===== src/rtl/intr_pres_pkg.sv =====
package intr_pres_pkg;

  typedef enum logic [2:0] {
    OP_NONE   = 3'd0,
    OP_ACCEPT = 3'd1,
    OP_EOI    = 3'd2,
    OP_SETCUR = 3'd3,
    OP_SETIPI = 3'd4
  } sw_op_e;

  typedef struct packed {
    logic loadReq;
    logic loadIpi;
    logic clearPend;
    logic acceptMove;
    logic setCur;
    logic setIpi;
    logic rejectOld;
    logic sendEoi;
    logic sendResend;
  } strobe_t;

endpackage


===== src/rtl/intr_pres_ctrl.sv =====
module intr_pres_ctrl
  import intr_pres_pkg::*;
#(
  parameter int SRC_W  = 24,
  parameter int PRIO_W = 8,
  localparam int WORD_W = SRC_W + PRIO_W
) (
  input  logic              clk,
  input  logic              rstN,
  input  logic [2:0]        swOp,
  input  logic [WORD_W-1:0] swData,
  input  logic              reqValid,
  input  logic [PRIO_W-1:0] reqPrio,
  input  logic [PRIO_W-1:0] curPrio,
  input  logic [PRIO_W-1:0] pendPrio,
  input  logic [PRIO_W-1:0] ipiCur,
  input  logic              havePend,
  input  logic              ownerValid,
  output logic              reqReject,
  output strobe_t           stb
);

  sw_op_e op;
  logic [PRIO_W-1:0] newCur;
  logic [PRIO_W-1:0] newIpi;

  assign op     = sw_op_e'(swOp);
  assign newCur = swData[WORD_W-1 -: PRIO_W];
  assign newIpi = swData[PRIO_W-1:0];

  assign reqReject = reqValid &&
    ((op != OP_NONE) || (reqPrio >= curPrio) || (havePend && (pendPrio <= reqPrio)));

  always_comb begin
    stb = '0;
    unique case (op)
      OP_ACCEPT: begin
        stb.acceptMove = 1'b1;
        stb.clearPend  = 1'b1;
      end
      OP_SETCUR: begin
        stb.setCur = 1'b1;
        if (newCur < curPrio) begin
          if (havePend && (newCur <= pendPrio)) begin
            stb.clearPend = 1'b1;
            stb.rejectOld = ownerValid;
          end
        end else if (!havePend) begin
          stb.sendResend = 1'b1;
          stb.loadIpi    = (ipiCur < newCur);
        end
      end
      OP_SETIPI: begin
        stb.setIpi = 1'b1;
        if ((newIpi < curPrio) && !(havePend && (pendPrio <= newIpi))) begin
          stb.loadIpi   = 1'b1;
          stb.rejectOld = havePend && ownerValid;
        end
      end
      OP_EOI: begin
        stb.setCur  = 1'b1;
        stb.sendEoi = 1'b1;
        if (!havePend) begin
          stb.sendResend = 1'b1;
          stb.loadIpi    = (ipiCur < newCur);
        end
      end
      default: begin
        if (reqValid && !reqReject) begin
          stb.loadReq   = 1'b1;
          stb.rejectOld = havePend && ownerValid;
        end
      end
    endcase
  end

  // a request that is not more favoured than the current priority is refused
  a_r3_unfavoured_refused: assert property (@(posedge clk) disable iff (!rstN)
    (reqValid && (reqPrio >= curPrio)) |-> reqReject);

  // a software operation in the same cycle refuses the request
  a_r10_op_blocks_request: assert property (@(posedge clk) disable iff (!rstN)
    (reqValid && (swOp != 3'd0)) |-> reqReject);

endmodule


===== src/rtl/intr_pres_dp.sv =====
module intr_pres_dp
  import intr_pres_pkg::*;
#(
  parameter int SRC_W   = 24,
  parameter int PRIO_W  = 8,
  parameter int OWNER_W = 4,
  parameter int IPI_SRC = 2,
  localparam int WORD_W = SRC_W + PRIO_W
) (
  input  logic               clk,
  input  logic               rstN,
  input  strobe_t            stb,
  input  logic [WORD_W-1:0]  swData,
  input  logic [SRC_W-1:0]   reqSource,
  input  logic [PRIO_W-1:0]  reqPrio,
  input  logic [OWNER_W-1:0] reqOwner,
  output logic [PRIO_W-1:0]  curPrio,
  output logic [PRIO_W-1:0]  pendPrio,
  output logic [PRIO_W-1:0]  ipiCur,
  output logic               havePend,
  output logic               ownerValid,
  output logic [WORD_W-1:0]  pendWord,
  output logic               irqOut,
  output logic               dispValid,
  output logic [SRC_W-1:0]   dispSource,
  output logic [OWNER_W-1:0] dispOwner,
  output logic               eoiValid,
  output logic [SRC_W-1:0]   eoiSource,
  output logic               resendValid
);

  localparam logic [PRIO_W-1:0] PRIO_IDLE = '1;

  logic [SRC_W-1:0]   srcReg;
  logic [OWNER_W-1:0] ownerReg;
  logic [PRIO_W-1:0]  ipiNext;

  assign ipiNext  = stb.setIpi ? swData[PRIO_W-1:0] : ipiCur;
  assign havePend = (srcReg != '0);
  assign pendWord = {curPrio, srcReg};

  always_ff @(posedge clk) begin
    if (!rstN) begin
      curPrio     <= '0;
      srcReg      <= '0;
      pendPrio    <= PRIO_IDLE;
      ipiCur      <= PRIO_IDLE;
      ownerReg    <= '0;
      ownerValid  <= 1'b0;
      irqOut      <= 1'b0;
      dispValid   <= 1'b0;
      dispSource  <= '0;
      dispOwner   <= '0;
      eoiValid    <= 1'b0;
      eoiSource   <= '0;
      resendValid <= 1'b0;
    end else begin
      ipiCur <= ipiNext;
      if (stb.acceptMove)  curPrio <= pendPrio;
      else if (stb.setCur) curPrio <= swData[WORD_W-1 -: PRIO_W];

      if (stb.loadReq) begin
        srcReg     <= reqSource;
        pendPrio   <= reqPrio;
        ownerReg   <= reqOwner;
        ownerValid <= 1'b1;
        irqOut     <= 1'b1;
      end else if (stb.loadIpi) begin
        srcReg     <= SRC_W'(IPI_SRC);
        pendPrio   <= ipiNext;
        ownerValid <= 1'b0;
        irqOut     <= 1'b1;
      end else if (stb.clearPend) begin
        srcReg     <= '0;
        pendPrio   <= PRIO_IDLE;
        ownerValid <= 1'b0;
        irqOut     <= 1'b0;
      end

      dispValid <= stb.rejectOld;
      if (stb.rejectOld) begin
        dispSource <= srcReg;
        dispOwner  <= ownerReg;
      end
      eoiValid <= stb.sendEoi;
      if (stb.sendEoi) eoiSource <= swData[SRC_W-1:0];
      resendValid <= stb.sendResend;
    end
  end

  // the line is high exactly when a source is pending
  a_r2_line_tracks_slot: assert property (@(posedge clk) disable iff (!rstN)
    irqOut == (srcReg != '0));

  // a displaced report always names a real source
  a_r4_disp_nonzero: assert property (@(posedge clk) disable iff (!rstN)
    dispValid |-> (dispSource != '0));

endmodule


===== src/rtl/intr_presenter.sv =====
module intr_presenter
  import intr_pres_pkg::*;
#(
  parameter int SRC_W   = 24,
  parameter int PRIO_W  = 8,
  parameter int OWNER_W = 4,
  parameter int IPI_SRC = 2,
  localparam int WORD_W = SRC_W + PRIO_W
) (
  input  logic               clk,
  input  logic               rstN,
  input  logic               reqValid,
  input  logic [SRC_W-1:0]   reqSource,
  input  logic [PRIO_W-1:0]  reqPrio,
  input  logic [OWNER_W-1:0] reqOwner,
  output logic               reqReject,
  input  logic [2:0]         swOp,
  input  logic [WORD_W-1:0]  swData,
  output logic [WORD_W-1:0]  pendWord,
  output logic [PRIO_W-1:0]  ipiPrio,
  output logic               irqOut,
  output logic               dispValid,
  output logic [SRC_W-1:0]   dispSource,
  output logic [OWNER_W-1:0] dispOwner,
  output logic               eoiValid,
  output logic [SRC_W-1:0]   eoiSource,
  output logic               resendValid
);

  strobe_t           stb;
  logic [PRIO_W-1:0] curPrio;
  logic [PRIO_W-1:0] pendPrio;
  logic              havePend;
  logic              ownerValid;

  intr_pres_ctrl #(.SRC_W(SRC_W), .PRIO_W(PRIO_W)) u_ctrl (
    .clk(clk), .rstN(rstN), .swOp(swOp), .swData(swData),
    .reqValid(reqValid), .reqPrio(reqPrio), .curPrio(curPrio),
    .pendPrio(pendPrio), .ipiCur(ipiPrio), .havePend(havePend),
    .ownerValid(ownerValid), .reqReject(reqReject), .stb(stb)
  );

  intr_pres_dp #(.SRC_W(SRC_W), .PRIO_W(PRIO_W), .OWNER_W(OWNER_W), .IPI_SRC(IPI_SRC)) u_dp (
    .clk(clk), .rstN(rstN), .stb(stb), .swData(swData),
    .reqSource(reqSource), .reqPrio(reqPrio), .reqOwner(reqOwner),
    .curPrio(curPrio), .pendPrio(pendPrio), .ipiCur(ipiPrio),
    .havePend(havePend), .ownerValid(ownerValid), .pendWord(pendWord),
    .irqOut(irqOut), .dispValid(dispValid), .dispSource(dispSource),
    .dispOwner(dispOwner), .eoiValid(eoiValid), .eoiSource(eoiSource),
    .resendValid(resendValid)
  );

  // an accept leaves the slot empty and the line low
  a_r5_accept_empties: assert property (@(posedge clk) disable iff (!rstN)
    (swOp == 3'd1) |=> (!irqOut && (pendWord[SRC_W-1:0] == '0)));

  // end-of-interrupt produces its notice with the written source
  a_r9_eoi_notice: assert property (@(posedge clk) disable iff (!rstN)
    (swOp == 3'd2) |=> (eoiValid && (eoiSource == $past(swData[SRC_W-1:0]))));

endmodule


===== config.mk =====
export PLATFORM = sky130hd
export DESIGN_NAME = intr_presenter
export DESIGN_NICKNAME = d
export VERILOG_FILES = /design/src/rtl/intr_pres_pkg.sv /design/src/rtl/intr_pres_ctrl.sv /design/src/rtl/intr_pres_dp.sv /design/src/rtl/intr_presenter.sv
export SDC_FILE = /design/constraint.sdc
export NUM_CORES = 1
export LEC_CHECK = 0
export ABC_AREA = 0
export BUFFER_PORTS_ARGS = -buffer_cell sky130_fd_sc_hd__buf_2
export CORE_UTILIZATION = 55
export DETAILED_ROUTE_END_ITERATION = 8
export PLACE_DENSITY = 0.85
export RECOVER_POWER = 25
export SLEW_MARGIN = 40
export SYNTH_ARGS = -nofsm -noshare
export SYNTH_HDL_FRONTEND = slang
export SYNTH_SLANG_ARGS = --single-unit

===== constraint.sdc =====
create_clock -name clk -period 6.9 [get_ports clk]
set_clock_uncertainty 0.05 [all_clocks]
set_input_delay 0.345 -clock clk [delete_from_list [all_inputs] [get_ports clk]]
set_output_delay 0.345 -clock clk [all_outputs]
set_load 0.02 [all_outputs]

==> results.toml, run 1 <==
[outcome]
status = "completed"

[critical_path]
critPathKind = "flip-flop to flip-flop"
path_max_fanout = 23
arrival_ns = 3.56
startpoint_type = "flip-flop"
endpoint_kind = "flip-flop"
critPathRequiredTime_ns = 7.16

[placement]
dp_cells = 879
pre_cts_slack_ns = 3.71
numPortBuffers = 170
place.gp.congestion = 0.997
hpwlAfterDp_mm = 11.0

[timing]
hold_viol = 0
maxSlewHeadroom = 0.305
tightestPinTransition_ns = 1.04
setup-tns-final_ns = 0
slew_viol_final = 0
fin_ws_ns = 3.60
rsz0062_at_grt = "no"
finalSetupViolations = 0
period_needed_ns = 3.30
max_freq_mhz = 303
finalCritPeriodShare = 0.478

[clock_network]
cts_setup_buffers = 0
insertion_delay_ns = 0.36
cts.htree.levels = 3
cts.sinks = 109
cts_tree = "done"
clk_path_buf_depth = 2
cts_resized = 0
clkTransAtPathRegs_ns = 0.10
numCtsBuffers = 9
ctsHoldBuffers = 0
cts-root-buf = "clkbuf_8"

[route]
wire_per_inst_um = 16.1
drtIter0Drc = 246
routed_wl_mm = 14.4
avgViaCountPerCell = 5.54
drc = 0
via_count = 4956
first_pass_iters = 5
ant_nets = 0

[yosys]
netlist_area_um2 = 5470
synth-seq-cells = 109
synthAdderAreaFrac = 0.121
synthArstFlopShare = 0
yosysWarnings = 0
syn_inst = 604
synth-compound-area-share = 0.193
synth_edf_count = 0
syn-num-nets = 731
synthSimpleGateAreaFrac = 0.172
ys.flop_type = "dfxtp_1"
muxShareOfSynthArea = 0.0604
synth_area_per_cell_um2 = 9.05
ys_types = 48
synth_top_family_by_area = "compound AO/OA/AOI/OAI gates"
synth_xor_area_frac = 0
ys_seq_area_frac = 0.399

[final_layout]
area_growth_pct = 19.4
nFillCells = 832
final_common_cell = "buf_2"
final_cell_mix = "149 x buf_2, 130 x nand2_1, 109 x dfxtp_1, 53 x ha_1, 39 x inv_1"
diodes = 0
nets = 884
drive_gt1_frac = 0.240
stdcell_count = 894

[floorplanning]
die_y_um = 102
die_w_um = 102
io_pins = 171
dieArea_um2 = 10300
fp-row-count = 36
start_util = 0.565
core_um2 = 9680

[flow_run]
max_cap_viol_count = 0

[pwr]
irDropWorstVdd_mv = 0.0967
p_per_area_nw_per_um2 = 185
power_leakage_uw = 0.00303

[min_path]
hold_path_class = "primary input to flip-flop"

[global_route]
grt_overflow_total = 0
grt_antenna_before_repair = 0
grt_start_max_net_pins = 117
grt_use_met2 = 0.446
grt_pass1_wl_mm = 22.3
grtUsageTotal = 0.279
first_global_vias = 4647
use_met1 = 0.367
grt_util_met3 = 0.0552
grt-busiest-layer = "met2"
## layout make-up
type / count / area, um2 / area share
multi-input combinational: 423 / 3010 / 0.460
clock buffer: 12 / 145 / 0.0222
clock inverter: 3 / 22.5 / 0.00345
tap: 133 / 166 / 0.0255
sequential: 109 / 2180 / 0.334
inverter: 39 / 146 / 0.0224
timing repair buffer: 175 / 862 / 0.132
## report_power, final
| part | leakage [uW] | switching [uW] | internal, uW |
|---|---|---|---|
| sequential | 0.000884 | 13.6 | 645 |
| clock | 0.0000864 | 204 | 141 |
| combinational | 0.00206 | 128 | 80.2 |
| total | 0.00303 | 345 | 866 |
## per-layer routing
layer  share of wire  routed length [um]
met1            0.45                6460
met2            0.46                6590
met3           0.064                 917
met4           0.027                 394
met5               0                   0
## cells by family after synthesis
logic type | after synthesis
AOI/OAI and AO/OA | 133
adders and majority gates | 53
buffers and inverters | 72
DFF | 109
muxes | 33
and+or+nand+nor | 204
## Yosys cell counts, types with 10 or more instances
master | count | share of area
mux2i_1 | 33 | 0.060
ha_1 | 53 | 0.12
a22o_1 | 24 | 0.038
and3_1 | 10 | 0.011
nand2_1 | 130 | 0.089
nor2_1 | 18 | 0.012
inv_1 | 39 | 0.027
dfxtp_1 | 109 | 0.40
a21boi_0 | 25 | 0.034
clkbuf_1 | 22 | 0.015
a21oi_1 | 24 | 0.022
o211ai_1 | 11 | 0.015
## path summary, 6_finish.rpt
check,slack [ns],end,cells past startpoint,from
setup / recovery,3.60,u_dp.srcReg[19]$_SDFFE_PN0P_,10,u_dp.pendPrio[6]$_SDFFE_PN1P_
hold / removal,0.14,u_dp.srcReg[22]$_SDFFE_PN0P_,2,reqSource[22]
setup reg to reg,3.60,u_dp.srcReg[19]$_SDFFE_PN0P_,10,u_dp.pendPrio[6]$_SDFFE_PN1P_
hold reg to reg,0.41,u_dp.dispSource[0]$_SDFFE_PN0P_,2,u_dp.dispSource[0]$_SDFFE_PN0P_
## flip-flops by register name, indices dropped and copies added (netlist names), 4 cells and up
register         count
u_dp.curPrio         8
u_dp.ipiCur          8
u_dp.dispOwner       4
u_dp.dispSource     24
u_dp.srcReg         24
u_dp.eoiSource      24
u_dp.ownerReg        4
u_dp.pendPrio        8
## stage by stage
stage	total power (uW)	utilization	hold slack [ns]	instance area, um2
3_5_place_dp	879	0.659	0.397	6380
6_report	1210	0.674	0.138	6530
3_3_place_gp	871	0.659	0.391	6380
4_1_cts	1220	0.677	0.125	6550
2_1_floorplan	801	-	0.387	5470
5_1_grt	1270	0.674	0.106	6530
## critical path, cell delays in order, from the launching register on
cell and delay, ns:
dfxtp_1 0.43, inv_1 0.11, ha_1 0.30, nand2_1 0.04
o21ai_0 0.31, o21ai_0 0.16, nor4bb_1 0.19, nor2_1 0.30
nor4bb_4 0.77, buf_4 0.39, a22o_1 0.18
No activity file was read; power rests on OpenSTA's default activity.
==> inputs of run 2 (changes only) <==
Settings changed: CORE_UTILIZATION 55 to 52, PLACE_DENSITY 0.85 to 0.81.
Clock period 6.9 ns to 3.3 ns, I/O delays scaled along.
==> run 2 against run 1 <==
- the run now ends with negative hold slack left
- global-route usage increased by 1.2 points
- non-clock buffer count increased by 42
- power increased by 120%
- critical path type unchanged
==> results.toml, run 2 (synthesis results as in run 1) <==
[outcome]
status = "complete, but fails checks"
violations = "negative hold slack"

[final_layout]
nFillCells = 875
largestRegisters = "u_dp.dispSource (24), u_dp.eoiSource (24), u_dp.srcReg (24)"
diodes = 0
final_common_cell = "buf_2"
area_growth_pct = 27.3
nets = 926
drive_gt1_frac = 0.238
final_cell_mix = "149 x buf_2, 130 x nand2_1, 109 x dfxtp_1, 53 x ha_1, 39 x inv_1"
final_util = 0.677

[global_route]
grt_overflow_total = 0
first_global_vias = 5178
grtUsageTotal = 0.291
grt_antenna_before_repair = 0
grt_start_max_net_pins = 67
grt_pass1_wl_mm = 25.3

[floorplanning]
core_um2 = 10300
fp-row-count = 37
start_util = 0.532
die_y_um = 105
dieArea_um2 = 10900
die_w_um = 105
io_pins = 171

[timing]
hold_slack_ns = -0.00142
fin_ws_ns = 0.180
slew_viol_final = 0
tightestPinTransition_ns = 1.08
max_freq_mhz = 320
rsz0062_at_grt = "no"
finalCritPeriodShare = 0.946
maxSlewHeadroom = 0.277
period_needed_ns = 3.12
hold_viol = 1
setup-tns-final_ns = 0
finalSetupViolations = 0

[route]
drtIter0Drc = 321
via_count = 5171
wire_per_inst_um = 16.8
first_pass_iters = 5
routed_wl_mm = 15.8
avgViaCountPerCell = 5.51
ant_nets = 0
drc = 0

[critical_path]
r2r-start = "u_dp.curPrio[6]$_SDFFE_PN0P_"
path_buf_inv = 2
cp_top_family = "simple AND/OR/NAND/NOR gates"
path_max_fanout = 23
rr_worst_depth = 10
critPathSlowestCell = "nor4bb_4"
crit_cells = 10
path_cells = "inv_1, ha_1, and3_1, o211ai_1, o221a_2, a31oi_1, a21oi_2, nor4bb_4, buf_4, a22o_1"
critPathKind = "flip-flop to flip-flop"
endpoint_kind = "flip-flop"
critPathRequiredTime_ns = 3.57
cp-endpoint = "u_dp.srcReg[8]$_SDFFE_PN0P_"
startpoint_type = "flip-flop"
arrival_ns = 3.39
slowest_delay_ns = 0.75
critPathLaunch = "u_dp.curPrio[6]$_SDFFE_PN0P_"
regToRegEndpoint = "u_dp.srcReg[8]$_SDFFE_PN0P_"
reg2reg_slack_ns = 0.18

[flow_run]
max_cap_viol_count = 0

[pwr]
irDropWorstVdd_mv = 0.212
p_per_area_nw_per_um2 = 383
power_leakage_uw = 0.00321

[clock_network]
cts.htree.levels = 3
cts_tree = "done"
cts-root-buf = "clkbuf_8"
numCtsBuffers = 9
cts_setup_buffers = 0
clkTransAtPathRegs_ns = 0.11
insertion_delay_ns = 0.39
cts.sinks = 109
clk_path_buf_depth = 2

[min_path]
hold_path_class = "primary input to flip-flop"
min_from = "reqOwner[0]"

[placement]
place.gp.congestion = 0.912
hpwlAfterDp_mm = 11.5
pre_cts_slack_ns = 0.219
numPortBuffers = 170
==> run 2: metrics by stage <==
step                instances  power, uW  instance area, um2
floorplan                 604       1680                5470
global placement          889       1830                6450
detailed placement        889       1850                6450
CTS                       939       2680                6990
global route              939       2790                6960
finish                    939       2670                6960
==> run 2: worst min path at each step <==
| stage | end | slack [ns] | cells past startpoint |
|---|---|---|---|
| detailed placement | u_dp.srcReg[15]$_SDFFE_PN0P_ | 0.33 | 2 |
| finish | u_dp.ownerReg[0]$_SDFFE_PN0P_ | -0.001 | 3 |
| global placement | u_dp.srcReg[0]$_SDFFE_PN0P_ | 0.33 | 2 |
| CTS | u_dp.ownerReg[0]$_SDFFE_PN0P_ | 0.001 | 3 |
| global route | u_dp.eoiSource[5]$_SDFFE_PN0P_ | 0.007 | 3 |
| floorplan | u_dp.srcReg[0]$_SDFFE_PN0P_ | 0.24 | 1 |
==> run 2: layout make-up <==
class / count / area (um2) / area share
inverter: 39 / 146 / 0.0210
timing repair buffer: 217 / 1270 / 0.182
tap: 136 / 170 / 0.0244
clock buffer: 10 / 138 / 0.0198
clock inverter: 5 / 56.3 / 0.00809
sequential: 109 / 2180 / 0.313
multi-input combinational: 423 / 3000 / 0.431
==> run 2: worst reg2reg max path: stages, from the launching register on <==
cell	delay, ns
dfxtp_1	0.37
inv_1	0.09
ha_1	0.30
and3_1	0.19
o211ai_1	0.09
o221a_2	0.31
a31oi_1	0.20
a21oi_2	0.08
nor4bb_4	0.75
buf_4	0.40
a22o_1	0.21
==> run 2: timing repair <==
action | in CTS | in global routing
resized for setup | 0 | 0
hold endpoints to repair | 35 | 0
setup endpoints to repair | 0 | 1
hold buffers | 35 | 0
==> run 2: power by group <==
group          leakage, uW  switching, uW  internal (uW)
sequential        0.000884           26.0           1350
clock            0.0000991            496            311
combinational      0.00223            284            201
total              0.00321            806           1860
==> run 2: routing by layer <==
metal / part of all wire / track usage / up-vias
met1: 0.45 / 0.371 / 2413
met5: 0 / 0 / -
met2: 0.46 / 0.474 / 201
met3: 0.058 / 0.0580 / 53
met4: 0.036 / 0.133 / 0
li1: - / - / 2504
==> inputs of run 3 (changes only) <==
Settings changed: CORE_UTILIZATION 52 to 55, PLACE_DENSITY 0.81 to 0.85.
Clock period 3.3 ns to 3.7 ns, I/O delays scaled along.
==> run 3 against run 2 <==
- the run ends with max-capacitance violations, max-slew violations left
- sequential power down 10%
- combinational power decreased by 13%
- power down 9.8%
- fmax fell by 2.5%
- routed wire length shrank 1.1%
- utilization up 3.5 points
- worst setup slack better by 0.32 ns
==> results.toml, run 3 (synthesis results as in run 1) <==
[outcome]
status = "complete, but fails checks"
violations = "max-capacitance violations, max-slew violations"

[critical_path]
cp_top_family = "simple AND/OR/NAND/NOR gates"
arrival_ns = 3.47
path_max_fanout = 23
critPathSlowestCell = "and2_1"
slowest_delay_ns = 0.54
path_buf_inv = 1
critPathKind = "flip-flop to flip-flop"
endpoint_kind = "flip-flop"
startpoint_type = "flip-flop"
path_cells = "ha_1, nand2b_1, a2111oi_0, o31ai_1, nor3_4, and2_1, buf_4, a22o_1"
critPathRequiredTime_ns = 3.97

[global_route]
grt_antenna_before_repair = 0
grt_start_max_net_pins = 115
grtUsageTotal = 0.301
grt_pass1_wl_mm = 24.0
first_global_vias = 4827
grt_overflow_total = 0

[route]
drtIter0Drc = 212
first_pass_iters = 5
via_count = 5133
routed_wl_mm = 15.6
wire_per_inst_um = 16.8
avgViaCountPerCell = 5.54
ant_nets = 0
drc = 0

[final_layout]
area_growth_pct = 26.1
final_cell_mix = "155 x buf_2, 130 x nand2_1, 109 x dfxtp_1, 53 x ha_1, 39 x inv_1"
nFillCells = 766
final_util = 0.712
diodes = 0
stdcell_area_um2 = 6900
final_common_cell = "buf_2"
nets = 917
largestRegisters = "u_dp.dispSource (24), u_dp.eoiSource (24), u_dp.srcReg (24)"
drive_gt1_frac = 0.247

[clock_network]
numCtsBuffers = 9
cts-root-buf = "clkbuf_8"
clk_path_buf_depth = 2
insertion_delay_ns = 0.38
cts_resized = 0
clkTransAtPathRegs_ns = 0.10
cts.htree.levels = 3
cts_tree = "done"
cts.sinks = 109

[timing]
finalCritPeriodShare = 0.865
setup-tns-final_ns = 0
finalSetupViolations = 0
period_needed_ns = 3.20
hold_slack_ns = 0.00973
tightestPinTransition_ns = 1.98
slew_viol_final = 115
maxSlewHeadroom = -0.317
rsz0062_at_grt = "no"
max_freq_mhz = 312
hold_viol = 0

[floorplanning]
start_util = 0.565
fp-row-count = 36
core_um2 = 9680
io_pins = 171
die_w_um = 102
die_y_um = 102
dieArea_um2 = 10300

[flow_run]
max_cap_viol_count = 1

[pwr]
p_total_uw = 2410
irDropWorstVdd_mv = 0.197
power_leakage_uw = 0.00320
p_per_area_nw_per_um2 = 349

[placement]
dpl_cell_area_um2 = 6430
hpwlAfterDp_mm = 11.4
numPortBuffers = 170
place.gp.congestion = 0.959

[min_path]
hold_path_class = "primary input to flip-flop"
-- run 3: changes by cell type in the layout (fill, tap and decap cells not counted), moves of 2 or more --
cell and delta:
buf_4 -2, buf_2 +6, dlygate4sd3_1 -6, clkbuf_1 -8
-- run 3: timing repair --
action                                 CTS  global route
endpoints found under the hold margin   25             4
hold buffers                            25             4
setup buffers                            0             0
-- run 3: cell type report --
class,count,area [um2],share of cell area
Multi-Input combinational cell,423,3000,0.435
Sequential cell,109,2180,0.316
Timing Repair Buffer,208,1200,0.174
Tap cell,133,166,0.0241
Inverter,39,146,0.0212
Clock buffer,9,124,0.0180
Clock inverter,6,82.6,0.0120
-- run 3: stage by stage --
step / setup slack (ns) / std cells
after floorplan: 1.04 / 604
after global placement: 0.547 / 882
after detailed placement: 0.514 / 883
after CTS: 0.495 / 923
after global routing: 0.267 / 927
final: 0.500 / 927
-- run 3: worst min-delay path, cell delays in order --
cell	delay, ns
buf_2	0.09
nand2_1	0.05
a21boi_0	0.06
-- run 3: worst paths after layout --
kind / endpoint / cells after the start / slack, ns / from
worst max register to register: u_dp.srcReg[23]$_SDFFE_PN0P_ / 8 / 0.50 / u_dp.curPrio[0]$_SDFFE_PN0P_
worst min register to register: u_dp.dispOwner[0]$_SDFFE_PN0P_ / 2 / 0.41 / u_dp.dispOwner[0]$_SDFFE_PN0P_
worst max-delay path: u_dp.srcReg[23]$_SDFFE_PN0P_ / 8 / 0.50 / u_dp.curPrio[0]$_SDFFE_PN0P_
worst min-delay path: u_dp.eoiSource[9]$_SDFFE_PN0P_ / 3 / 0.01 / swData[9]
-- run 3: where the power goes --
part | leakage [uW] | switching, uW | total, uW | internal, uW
Combinational | 0.00222 | 249 | 423 | 173
Clock | 0.000101 | 433 | 757 | 324
Sequential | 0.000884 | 23.9 | 1230 | 1200
-- run 3: per-layer routing --
| layer | global-route usage | vias up | part of all wire |
|---|---|---|---|
| met1 | 0.414 | 2419 | 0.46 |
| li1 | - | 2493 | - |
| met5 | 0 | - | 0 |
| met3 | 0.0600 | 27 | 0.062 |
| met2 | 0.482 | 194 | 0.46 |
| met4 | 0.0780 | 0 | 0.019 |
